**src/rtl/pci64_steer_pkg.sv**
```systemverilog
package pci64_steer_pkg;

  typedef enum logic [1:0] {
    CMD_MEM_WR    = 2'd0,
    CMD_MEM_RD_PF = 2'd1,
    CMD_MEM_RD    = 2'd2,
    CMD_IO_CFG    = 2'd3
  } cmd_e;

  typedef enum logic [1:0] {
    ST_IDLE = 2'd0,
    ST_ADDR = 2'd1,
    ST_DATA = 2'd2
  } st_e;

  // Only memory writes and prefetchable reads may ask for the wide path.
  function automatic logic cmd_uses64(input cmd_e c);
    return (c == CMD_MEM_WR) || (c == CMD_MEM_RD_PF);
  endfunction

  function automatic logic cmd_is_write(input cmd_e c);
    return c == CMD_MEM_WR;
  endfunction

endpackage

```
**src/rtl/pci64_phase_ctrl.sv**
```systemverilog
module pci64_phase_ctrl
  import pci64_steer_pkg::*;
#(
  parameter int LEN_W = 6,
  localparam int PTR_W = LEN_W + 1
) (
  input  logic             clk,
  input  logic             rst_n,
  input  logic             start_i,
  input  cmd_e             cmd_i,
  input  logic [LEN_W-1:0] len_i,
  input  logic             devsel_i,
  input  logic             trdy_i,
  input  logic             ack64_i,
  output logic             frame_o,
  output logic             irdy_o,
  output logic             req64_o,
  output logic [PTR_W-1:0] ptr_o,
  output logic [LEN_W-1:0] len_o,
  output cmd_e             cmd_o,
  output logic             is_wr_o,
  output logic             hi_on_o,
  output logic             xfer_o,
  output logic             wide_now_o,
  output logic             seen_o,
  output logic             wide_dec_o
);

  st_e              st_q;
  cmd_e             cmd_q;
  logic [LEN_W-1:0] len_q;
  logic [PTR_W-1:0] ptr_q;
  logic             seen_q, wide_q, req64_q;

  logic             in_data, first_dev, wide_now, xfer, done;
  logic [PTR_W-1:0] ptr_nxt;

  // Pointer step per completed phase: two DWORDs wide, one narrow.
  function automatic logic [PTR_W-1:0] step_of(input logic wide);
    return wide ? PTR_W'(2) : PTR_W'(1);
  endfunction

  assign in_data   = (st_q == ST_DATA);
  assign first_dev = in_data && devsel_i && !seen_q;
  assign wide_now  = seen_q ? wide_q : (req64_q && ack64_i);
  assign xfer      = in_data && devsel_i && trdy_i;
  assign ptr_nxt   = ptr_q + step_of(wide_now);
  assign done      = xfer && (ptr_nxt >= {1'b0, len_q});

  always_ff @(posedge clk or negedge rst_n) begin
    if (!rst_n) begin
      st_q    <= ST_IDLE;
      cmd_q   <= CMD_MEM_WR;
      len_q   <= '0;
      ptr_q   <= '0;
      seen_q  <= 1'b0;
      wide_q  <= 1'b0;
      req64_q <= 1'b0;
    end else begin
      unique case (st_q)
        ST_IDLE: if (start_i) begin
          st_q    <= ST_ADDR;
          cmd_q   <= cmd_i;
          len_q   <= len_i;
          ptr_q   <= '0;
          seen_q  <= 1'b0;
          wide_q  <= 1'b0;
          req64_q <= cmd_uses64(cmd_i);
        end
        ST_ADDR: st_q <= ST_DATA;
        ST_DATA: begin
          if (first_dev) begin
            seen_q <= 1'b1;
            wide_q <= req64_q && ack64_i;
          end
          if (xfer) ptr_q <= ptr_nxt;
          if (done) st_q <= ST_IDLE;
        end
        default: st_q <= ST_IDLE;
      endcase
    end
  end

  assign frame_o    = (st_q != ST_IDLE);
  assign irdy_o     = in_data;
  assign req64_o    = frame_o && req64_q;
  assign ptr_o      = ptr_q;
  assign len_o      = len_q;
  assign cmd_o      = cmd_q;
  assign is_wr_o    = cmd_is_write(cmd_q);
  assign hi_on_o    = in_data && req64_q && (!seen_q || wide_q);
  assign xfer_o     = xfer;
  assign wide_now_o = wide_now;
  assign seen_o     = seen_q;
  assign wide_dec_o = wide_q;

endmodule

```
**src/rtl/pci64_lane_steer.sv**
```systemverilog
module pci64_lane_steer #(
  parameter int DW_W  = 32,
  parameter int LEN_W = 6,
  localparam int PTR_W = LEN_W + 1,
  localparam int BE_W  = DW_W / 8
) (
  input  logic              active_i,
  input  logic              is_wr_i,
  input  logic              hi_on_i,
  input  logic [PTR_W-1:0]  ptr_i,
  input  logic [LEN_W-1:0]  len_i,
  input  logic [DW_W-1:0]   wq_lo_i,
  input  logic [DW_W-1:0]   wq_hi_i,
  input  logic [BE_W-1:0]   wq_be_lo_i,
  input  logic [BE_W-1:0]   wq_be_hi_i,
  output logic [2*DW_W-1:0] ad_o,
  output logic [2*BE_W-1:0] cbe_o
);

  logic hi_valid;

  // The upper DWORD exists only while idx+1 is still below the length.
  function automatic logic upper_in_range(input logic [PTR_W-1:0] p,
                                          input logic [LEN_W-1:0] n);
    return (p + PTR_W'(1)) < {1'b0, n};
  endfunction

  assign hi_valid = upper_in_range(ptr_i, len_i);

  always_comb begin
    ad_o  = '0;
    cbe_o = '1;
    if (active_i) begin
      if (is_wr_i) begin
        ad_o[DW_W-1:0]  = wq_lo_i;
        cbe_o[BE_W-1:0] = wq_be_lo_i;
        if (hi_on_i) begin
          ad_o[2*DW_W-1:DW_W]  = wq_hi_i;
          cbe_o[2*BE_W-1:BE_W] = hi_valid ? wq_be_hi_i : '1;
        end
      end else begin
        cbe_o[BE_W-1:0] = '0;
        if (hi_on_i) cbe_o[2*BE_W-1:BE_W] = '0;
      end
    end
  end

endmodule

```
**src/rtl/pci64_rd_capture.sv**
```systemverilog
module pci64_rd_capture #(
  parameter int DW_W = 32,
  localparam int BE_W = DW_W / 8
) (
  input  logic              clk,
  input  logic              rst_n,
  input  logic              xfer_i,
  input  logic              is_rd_i,
  input  logic              wide_i,
  input  logic [2*DW_W-1:0] ad_i,
  input  logic              par64_i,
  input  logic [BE_W-1:0]   cbe_hi_i,
  output logic              rd_valid_o,
  output logic              rd_wide_o,
  output logic [2*DW_W-1:0] rd_data_o,
  output logic              perr_o
);

  logic            chk_q, par_q;
  logic [DW_W-1:0] hi_q;
  logic [BE_W-1:0] be_q;

  // Even parity: data, enables and parity bit together hold an even count.
  function automatic logic parity_bad(input logic [DW_W-1:0] d,
                                      input logic [BE_W-1:0] b,
                                      input logic p);
    return ^{d, b, p};
  endfunction

  always_ff @(posedge clk or negedge rst_n) begin
    if (!rst_n) begin
      rd_valid_o <= 1'b0;
      rd_wide_o  <= 1'b0;
      rd_data_o  <= '0;
      chk_q      <= 1'b0;
      par_q      <= 1'b0;
      hi_q       <= '0;
      be_q       <= '0;
    end else begin
      rd_valid_o <= xfer_i && is_rd_i;
      chk_q      <= xfer_i && is_rd_i && wide_i;
      if (xfer_i && is_rd_i) begin
        rd_wide_o <= wide_i;
        rd_data_o <= wide_i ? ad_i : {{DW_W{1'b0}}, ad_i[DW_W-1:0]};
        hi_q      <= ad_i[2*DW_W-1:DW_W];
        be_q      <= cbe_hi_i;
        par_q     <= par64_i;
      end
    end
  end

  assign perr_o = chk_q && parity_bad(hi_q, be_q, par_q);

endmodule

```
**src/rtl/pci64_init_steer.sv**
```systemverilog
module pci64_init_steer
  import pci64_steer_pkg::*;
#(
  parameter int DW_W  = 32,
  parameter int LEN_W = 6,
  localparam int PTR_W = LEN_W + 1,
  localparam int BE_W  = DW_W / 8
) (
  input  logic              clk,
  input  logic              rst_n,
  input  logic              start_i,
  input  logic [1:0]        cmd_i,
  input  logic [LEN_W-1:0]  len_i,
  output logic [PTR_W-1:0]  wq_idx_o,
  input  logic [DW_W-1:0]   wq_lo_i,
  input  logic [DW_W-1:0]   wq_hi_i,
  input  logic [BE_W-1:0]   wq_be_lo_i,
  input  logic [BE_W-1:0]   wq_be_hi_i,
  output logic              frame_o,
  output logic              req64_o,
  output logic              irdy_o,
  input  logic              devsel_i,
  input  logic              trdy_i,
  input  logic              ack64_i,
  output logic [2*DW_W-1:0] ad_o,
  output logic [2*BE_W-1:0] cbe_o,
  input  logic [2*DW_W-1:0] ad_i,
  input  logic              par64_i,
  output logic              rd_valid_o,
  output logic              rd_wide_o,
  output logic [2*DW_W-1:0] rd_data_o,
  output logic              perr_o
);

  // Internal events, named for the checker.
  logic             xfer_w, wide_now_w, hi_on_w, seen_w, wide_dec_w, is_wr_w;
  logic [LEN_W-1:0] len_w;
  cmd_e             cmd_w;

  pci64_phase_ctrl #(.LEN_W(LEN_W)) u_ctrl (
    .clk       (clk),
    .rst_n     (rst_n),
    .start_i   (start_i),
    .cmd_i     (cmd_e'(cmd_i)),
    .len_i     (len_i),
    .devsel_i  (devsel_i),
    .trdy_i    (trdy_i),
    .ack64_i   (ack64_i),
    .frame_o   (frame_o),
    .irdy_o    (irdy_o),
    .req64_o   (req64_o),
    .ptr_o     (wq_idx_o),
    .len_o     (len_w),
    .cmd_o     (cmd_w),
    .is_wr_o   (is_wr_w),
    .hi_on_o   (hi_on_w),
    .xfer_o    (xfer_w),
    .wide_now_o(wide_now_w),
    .seen_o    (seen_w),
    .wide_dec_o(wide_dec_w)
  );

  pci64_lane_steer #(.DW_W(DW_W), .LEN_W(LEN_W)) u_steer (
    .active_i  (irdy_o),
    .is_wr_i   (is_wr_w),
    .hi_on_i   (hi_on_w),
    .ptr_i     (wq_idx_o),
    .len_i     (len_w),
    .wq_lo_i   (wq_lo_i),
    .wq_hi_i   (wq_hi_i),
    .wq_be_lo_i(wq_be_lo_i),
    .wq_be_hi_i(wq_be_hi_i),
    .ad_o      (ad_o),
    .cbe_o     (cbe_o)
  );

  pci64_rd_capture #(.DW_W(DW_W)) u_rd (
    .clk       (clk),
    .rst_n     (rst_n),
    .xfer_i    (xfer_w),
    .is_rd_i   (!is_wr_w),
    .wide_i    (wide_now_w),
    .ad_i      (ad_i),
    .par64_i   (par64_i),
    .cbe_hi_i  (cbe_o[2*BE_W-1:BE_W]),
    .rd_valid_o(rd_valid_o),
    .rd_wide_o (rd_wide_o),
    .rd_data_o (rd_data_o),
    .perr_o    (perr_o)
  );

endmodule

```
**config.mk**
```make
export PLATFORM = sky130hd
export DESIGN_NAME = pci64_init_steer
export DESIGN_NICKNAME = d
export VERILOG_FILES = /design/src/rtl/pci64_steer_pkg.sv /design/src/rtl/pci64_phase_ctrl.sv /design/src/rtl/pci64_lane_steer.sv /design/src/rtl/pci64_rd_capture.sv /design/src/rtl/pci64_init_steer.sv
export SDC_FILE = /design/constraint.sdc
export NUM_CORES = 1
export LEC_CHECK = 0
export BUFFER_PORTS_ARGS = -buffer_cell sky130_fd_sc_hd__clkbuf_2
export CAP_MARGIN = 20
export CORE_AREA = 5 5 147 149
export DETAILED_ROUTE_END_ITERATION = 8
export DIE_AREA = 0 0 152 154
export SKIP_CTS_REPAIR_TIMING = 1
export SLEW_MARGIN = 25
export SYNTH_ARGS = -nofsm -noshare
export SYNTH_HDL_FRONTEND = slang
export SYNTH_SLANG_ARGS = --single-unit
```
**constraint.sdc**
```tcl
create_clock -name clk -period 3.8 [get_ports clk]
set_input_delay 0.57 -clock clk [delete_from_list [all_inputs] [get_ports clk]]
set_output_delay 0.57 -clock clk [all_outputs]
set_load 0.02 [all_outputs]
```
==> impl_metrics.toml, run 1 <==
[clock_network]
path_clk_slew_ps = 60
cts_buffers = 17
clock-sinks = 124
cts.path.max_buffers = 2
htreeDepth = 4
root_buffer = "clkbuf_16"
cts_tree = "built"
insertion_delay_ps = 410

[die]
fp.dieW_um = 152
num_rows = 52
ios = 300
core_area_sq_um = 20000
start_util_pct = 29.7
die_h_um = 154
design.die.area_sq_um = 23400

[global_routing]
grt_max_degree = 99
grt_overflow = 0
grt_pass1_vias = 5720
grtUsageTotal_pct = 17.2
grt_pass1_wl_um = 31800
antenna_found_initial = 2

[drt]
dr.pass1.iters = 4
drtIter0Drc = 246
wl_per_cell_um = 16.8
drt-vias-per-instance = 4.58
drc = 0
drt.antenna.violating_nets = 0
vias = 5529
wirelength_um = 20300

[pwr]
leakagePower_nw = 4.88
p_per_area_nw_per_um2 = 397
peakVddDrop_mv = 0.291

[critical_path]
cpMostUsedCell = "ha_1"
cp_max_fo = 11
crit_path_cell_trace = "ha_1 -> ha_1 -> a21boi_0 -> o21a_1 -> o21ai_0 -> a21oi_1 -> o41ai_1 -> nand2_1 -> clkbuf_2"
max_stage_delay_ps = 500
cp_slowest_cell = "dfrtp_1"
r2r-end = "u_ctrl.st_q[1]"
cp-end-kind = "output port"
worstPathArrival_ps = 2720
critical_path.top_delay_family = "compound AO/OA/AOI/OAI gates"
worst_r2r_path_depth = 11
required_ps = 3230
rrSetupSlack_ps = 1110
cp-start-kind = "flop"
worst-setup-path-type = "reg2out"
worst-path-buf-inv = 1
r2r_start = "u_ctrl.req64_q"

[timing]
setup_viol = 0
tightest_slew_ps = 898
min_period_ps = 3290
rsz0062_at_grt = "false"
final.period_utilization_pct = 86.6
hold_slack_ps = 247
fmax_mhz = 304
finClkSkew_ps = 6.51
setup_tns_ps = 0
hold_viol = 0
slew_headroom_pct = 40.1
drv_slew = 0

[synthesis]
synth_cell_types = 32
yosysSeqAreaShare_pct = 52.1
synthCells = 637
syn_area_sq_um = 5950
syn-num-nets = 801
syn_avg_cell_area_sq_um = 9.34
synth_area_leaders = "dfrtp_1 (52%), nand2_1 (15%), and3_1 (7.0%)"
ys_ff_latch = 124
ys_warn_count = 0
yosysTopAreaCell = "dfrtp_1"
synth_top_area_share_pct = 52.1

[place]
port_buffers = 299
place.gp.congestion = 0.876
hpwl_um = 15400
placedCellCount = 1171

[finish]
final_cells = 1206
area_growth_pct = 39.6
drive_gt1_share_pct = 36.9
nets = 1085

[outcome]
outcome = "finished clean"

[run]
maxCapViolCount = 0

[min_path]
hp-class = "in2async"
[logic make-up after synthesis]
family / Yosys count / share of synthesized area, %
and+or+nand+nor: 321 / 23.8
adders and majority gates: 13 / 2.73
xor gates and xnor gates: 47 / 7.15
AOI/OAI and AO/OA: 80 / 10.1
buffers and inverters: 52 / 4.06
DFF: 124 / 52.1
[how the worst max path moves through the flow]
stage                    startpoint              to  slack, ps  cells past startpoint
global placement            ack64_i  u_ctrl.st_q[1]        910                     13
global route        u_ctrl.ptr_o[0]        cbe_o[4]        270                      9
detailed placement          ack64_i  u_ctrl.st_q[1]        860                     13
floorplan           u_ctrl.ptr_o[2]        cbe_o[4]       1140                      9
CTS                 u_ctrl.ptr_o[0]        cbe_o[5]        480                      9
finish              u_ctrl.ptr_o[0]        cbe_o[5]        510                      9
[layout make-up]
| class | count | area, sq um |
|---|---|---|
| fillers | 2056 | 11700 |
| clock inverters | 12 | 138 |
| diodes | 2 | 5.00 |
| multi-input cells | 461 | 2630 |
| well taps | 270 | 338 |
| inverters | 10 | 37.5 |
| repair buffers | 307 | 1600 |
| flip-flops and latches | 124 | 3100 |
| clock buffers | 20 | 457 |
[metrics by stage]
| stage | cell area, sq um | setup WS (ps) | power, mW | utilization, % |
|---|---|---|---|---|
| after floorplan | 5950 | 1140 | 1.53 | - |
| after global placement | 7680 | 911 | 1.70 | 38.3 |
| after detailed placement | 7680 | 865 | 1.70 | 38.3 |
| after CTS | 8280 | 478 | 3.34 | 41.3 |
| after global routing | 8310 | 275 | 3.45 | 41.5 |
| final | 8310 | 508 | 3.30 | 41.5 |
[power breakdown]
| group | internal, mW | total, mW | switching (mW) |
|---|---|---|---|
| logic | 0.138 | 0.309 | 0.171 |
| registers | 1.33 | 1.37 | 0.0340 |
| clock network | 1.00 | 1.62 | 0.617 |
[cell usage after synthesis]
cell type  instances
and2_1             2
and3_1            67
dfrtp_1          124
a21oi_1            2
nor2b_1            3
o21a_1            10
a22o_1            34
a21boi_0           1
nor2_4             1
nand3_1            7
inv_1              8
xnor2_1           37
nand2b_4           1
a311oi_1           1
a21o_1             4
o211ai_1           2
o21ai_0           15
clkbuf_1          19
a31oi_1            1
nor2_1             8
buf_2             16
xor2_1             9
ha_1              13
inv_2              2
xnor3_1            1
o21ai_1            2
and4_1             1
nand2_1          231
buf_4              7
o41ai_1            4
a311o_1            1
o31ai_1            3
[layout by cell type (no fill, tap or decap), drive strengths merged, types with 9 or more instances in the layout]
cell type,n
dfrtp,124
and3,67
a22o,34
nor2,9
o21a,10
clkbuf,318
inv,12
o21ai,17
xor2,9
ha,13
nand2,231
xnor2,37
buf,9
[registers in the layout (all words and copies together), names as in the netlist, 2 cells and up]
| signal | cells |
|---|---|
| u_rd.hi_q | 32 |
| u_rd.be_q | 4 |
| u_ctrl.st_q | 2 |
| u_ctrl.len_o | 6 |
| u_rd.rd_data_o | 64 |
| u_ctrl.cmd_o | 2 |
| u_ctrl.ptr_o | 7 |
[layer usage]
layer	vias to the layer above	wire, um	track usage, %
met1	2591	8140	19.2
met3	30	1260	5.28
met4	0	692	8.48
li1	2687	-	-
met2	221	10200	30.0
met5	-	0	0
(Power assumes the default switching activity.)
==> run 2: changes to the inputs <==
- CELL_PAD_IN_SITES_DETAIL_PLACEMENT: not set -> 0
- CELL_PAD_IN_SITES_GLOBAL_PLACEMENT: not set -> 1
- CORE_AREA: 5 5 147 149 -> 2 2 144 146
- DIE_AREA: 0 0 152 154 -> 0 0 146 148
- PLACE_DENSITY_LB_ADDON: not set -> 0.1
==> run 2 against run 1 <==
Via count is 1.2% lower. Wire length shrank 13%. Worst hold slack improved by 38 ps. Clock skew about the same. Global-route usage down 0.71 points. Utilization fell by 0.056 points. Design area decreased by 0.14%. Total power is 0.27% lower. Register-to-register slack worse by 20 ps.
==> impl_metrics.toml, run 2 (synthesized netlist as in run 1, its figures left out) <==
[finish]
area_growth_pct = 39.4
mostFrequentLayoutCells = "clkbuf_2 (298), nand2_1 (231), dfrtp_1 (124)"
largest_reg_flops = 64
multiInputGateArea_sq_um = 2630
regMostFlops = "u_rd.rd_data_o"
seqCellArea_sq_um = 3100
layout_commonest_cell = "clkbuf_2"
fillCellCount = 2065
drive_gt1_share_pct = 36.8
nets = 1083

[drt]
drt.antenna.violating_nets = 0
met1_length_um = 7470
topRoutingLayerUsed = "met4"
wirelength_um = 17700
routed-wl-met2_um = 8870
vias = 5463
wl_met3_um = 1060
wl_per_cell_um = 14.7
drt-vias-per-instance = 4.54
drtIter0Drc = 216
drc = 0
dr.pass1.iters = 5

[global_routing]
grt_max_degree = 89
antenna_found_initial = 0
grt_pass1_wl_um = 28400
grtUsageTotal_pct = 16.5
grt_pass1_vias = 5462
grt_overflow = 0

[die]
ios = 300
start_util_pct = 29.7
design.die.area_sq_um = 21600
core_area_sq_um = 20000
die_h_um = 148
num_rows = 52
fp.dieW_um = 146

[timing]
setup_tns_ps = 0
fmax_mhz = 299
final.period_utilization_pct = 88.0
rsz0062_at_grt = "false"
min_period_ps = 3340
setup_viol = 0
hold_viol = 0
slew_headroom_pct = 38.5
finClkSkew_ps = 6.97
drv_slew = 0
tightest_slew_ps = 922

[clock_network]
insertion_delay_ps = 410
cts_buffers = 17
root_buffer = "clkbuf_16"
cts_tree = "built"
cts.path.max_buffers = 2
clock-sinks = 124
path_clk_slew_ps = 60
htreeDepth = 4

[critical_path]
crit_path_cell_trace = "ha_1 -> ha_1 -> a21boi_0 -> o21a_1 -> o21ai_0 -> a21oi_1 -> o41ai_1 -> nand2_1 -> clkbuf_2"
cp_slowest_cell = "dfrtp_1"
required_ps = 3230
worst-setup-path-type = "reg2out"
rrSetupSlack_ps = 1090
cp_max_fo = 11
cp-end-kind = "output port"
cp-start-kind = "flop"
worstPathArrival_ps = 2770
cpMostUsedCell = "ha_1"
max_stage_delay_ps = 500

[pwr]
finalPower_mw = 3.29
p_per_area_nw_per_um2 = 396
peakVddDrop_mv = 0.261
leakagePower_nw = 4.89

[place]
place.gp.congestion = 0.868
port_buffers = 299
hpwl_um = 13200

[run]
maxCapViolCount = 0

[outcome]
outcome = "finished clean"

[min_path]
hp-class = "in2async"
-- run 2: cell types whose count changed in the layout (fill, tap and decap cells not counted) --
cell,change
clkinvlp_4,-2
inv_8,+1
nor2_4,+1
diode_2,-1
clkinv_2,+1
clkinv_4,+1
buf_4,-2
nor2_2,-1
inv_6,-1
-- run 2: stage by stage --
stage                     hold slack [ps]  std cells  instance area [sq um]  worst slack [ps]  utilization (%)
final                                 285       1203                   8300               456             41.4
after global routing                  333       1202                   8300               234             41.4
after CTS                             328       1201                   8260               424             41.2
after detailed placement              462       1169                   7670               813             38.3
after global placement                457       1169                   7670               892             38.3
after floorplan                       274        637                   5950              1140                -
-- run 2: report_power, final --
part	total (mW)	switching [mW]	leakage, nW	internal [mW]
Clock	1.62	0.611	0.285	1.01
Combinational	0.305	0.166	2.91	0.139
Sequential	1.37	0.0331	1.69	1.33
-- run 2: area by class of cell --
type / instances / area share (%)
multi-input combinational: 461 / 31.7
clock buffer: 20 / 5.50
timing repair buffer: 305 / 19.1
clock inverter: 12 / 1.67
tap: 270 / 4.07
sequential: 124 / 37.4
antenna: 1 / 0.0302
inverter: 10 / 0.452
-- run 2: routing by layer --
layer / up-vias / GRT usage [%]
met5: - / 0
met4: 0 / 5.83
met3: 25 / 4.32
met2: 183 / 28.3
met1: 2576 / 20.3
li1: 2679 / -
-- run 2: worst max-delay path: cells and delay by family (launching register included) --
| kind | cells | cell delay (ps) |
|---|---|---|
| AND/OR/NAND/NOR | 1 | 100 |
| adder cells (fa/ha/maj) | 2 | 620 |
| flip-flops | 1 | 500 |
| AO/OA/AOI/OAI | 5 | 970 |
| buffers and inverters | 1 | 190 |
-- run 2: final timing paths --
path	from	endpoint	depth (start not counted)
worst max register to register	u_ctrl.req64_q	u_ctrl.st_q[1]	12
worst min-delay path	rst_n	u_rd.rd_data_o[48]	1
min in group clk	ad_i[13]	u_rd.rd_data_o[13]	3
worst max-delay path	u_ctrl.ptr_o[0]	cbe_o[4]	9
max in group asynchronous	rst_n	u_rd.hi_q[18]	2
worst min register to register	u_rd.rd_data_o[4]	u_rd.rd_data_o[4]	2
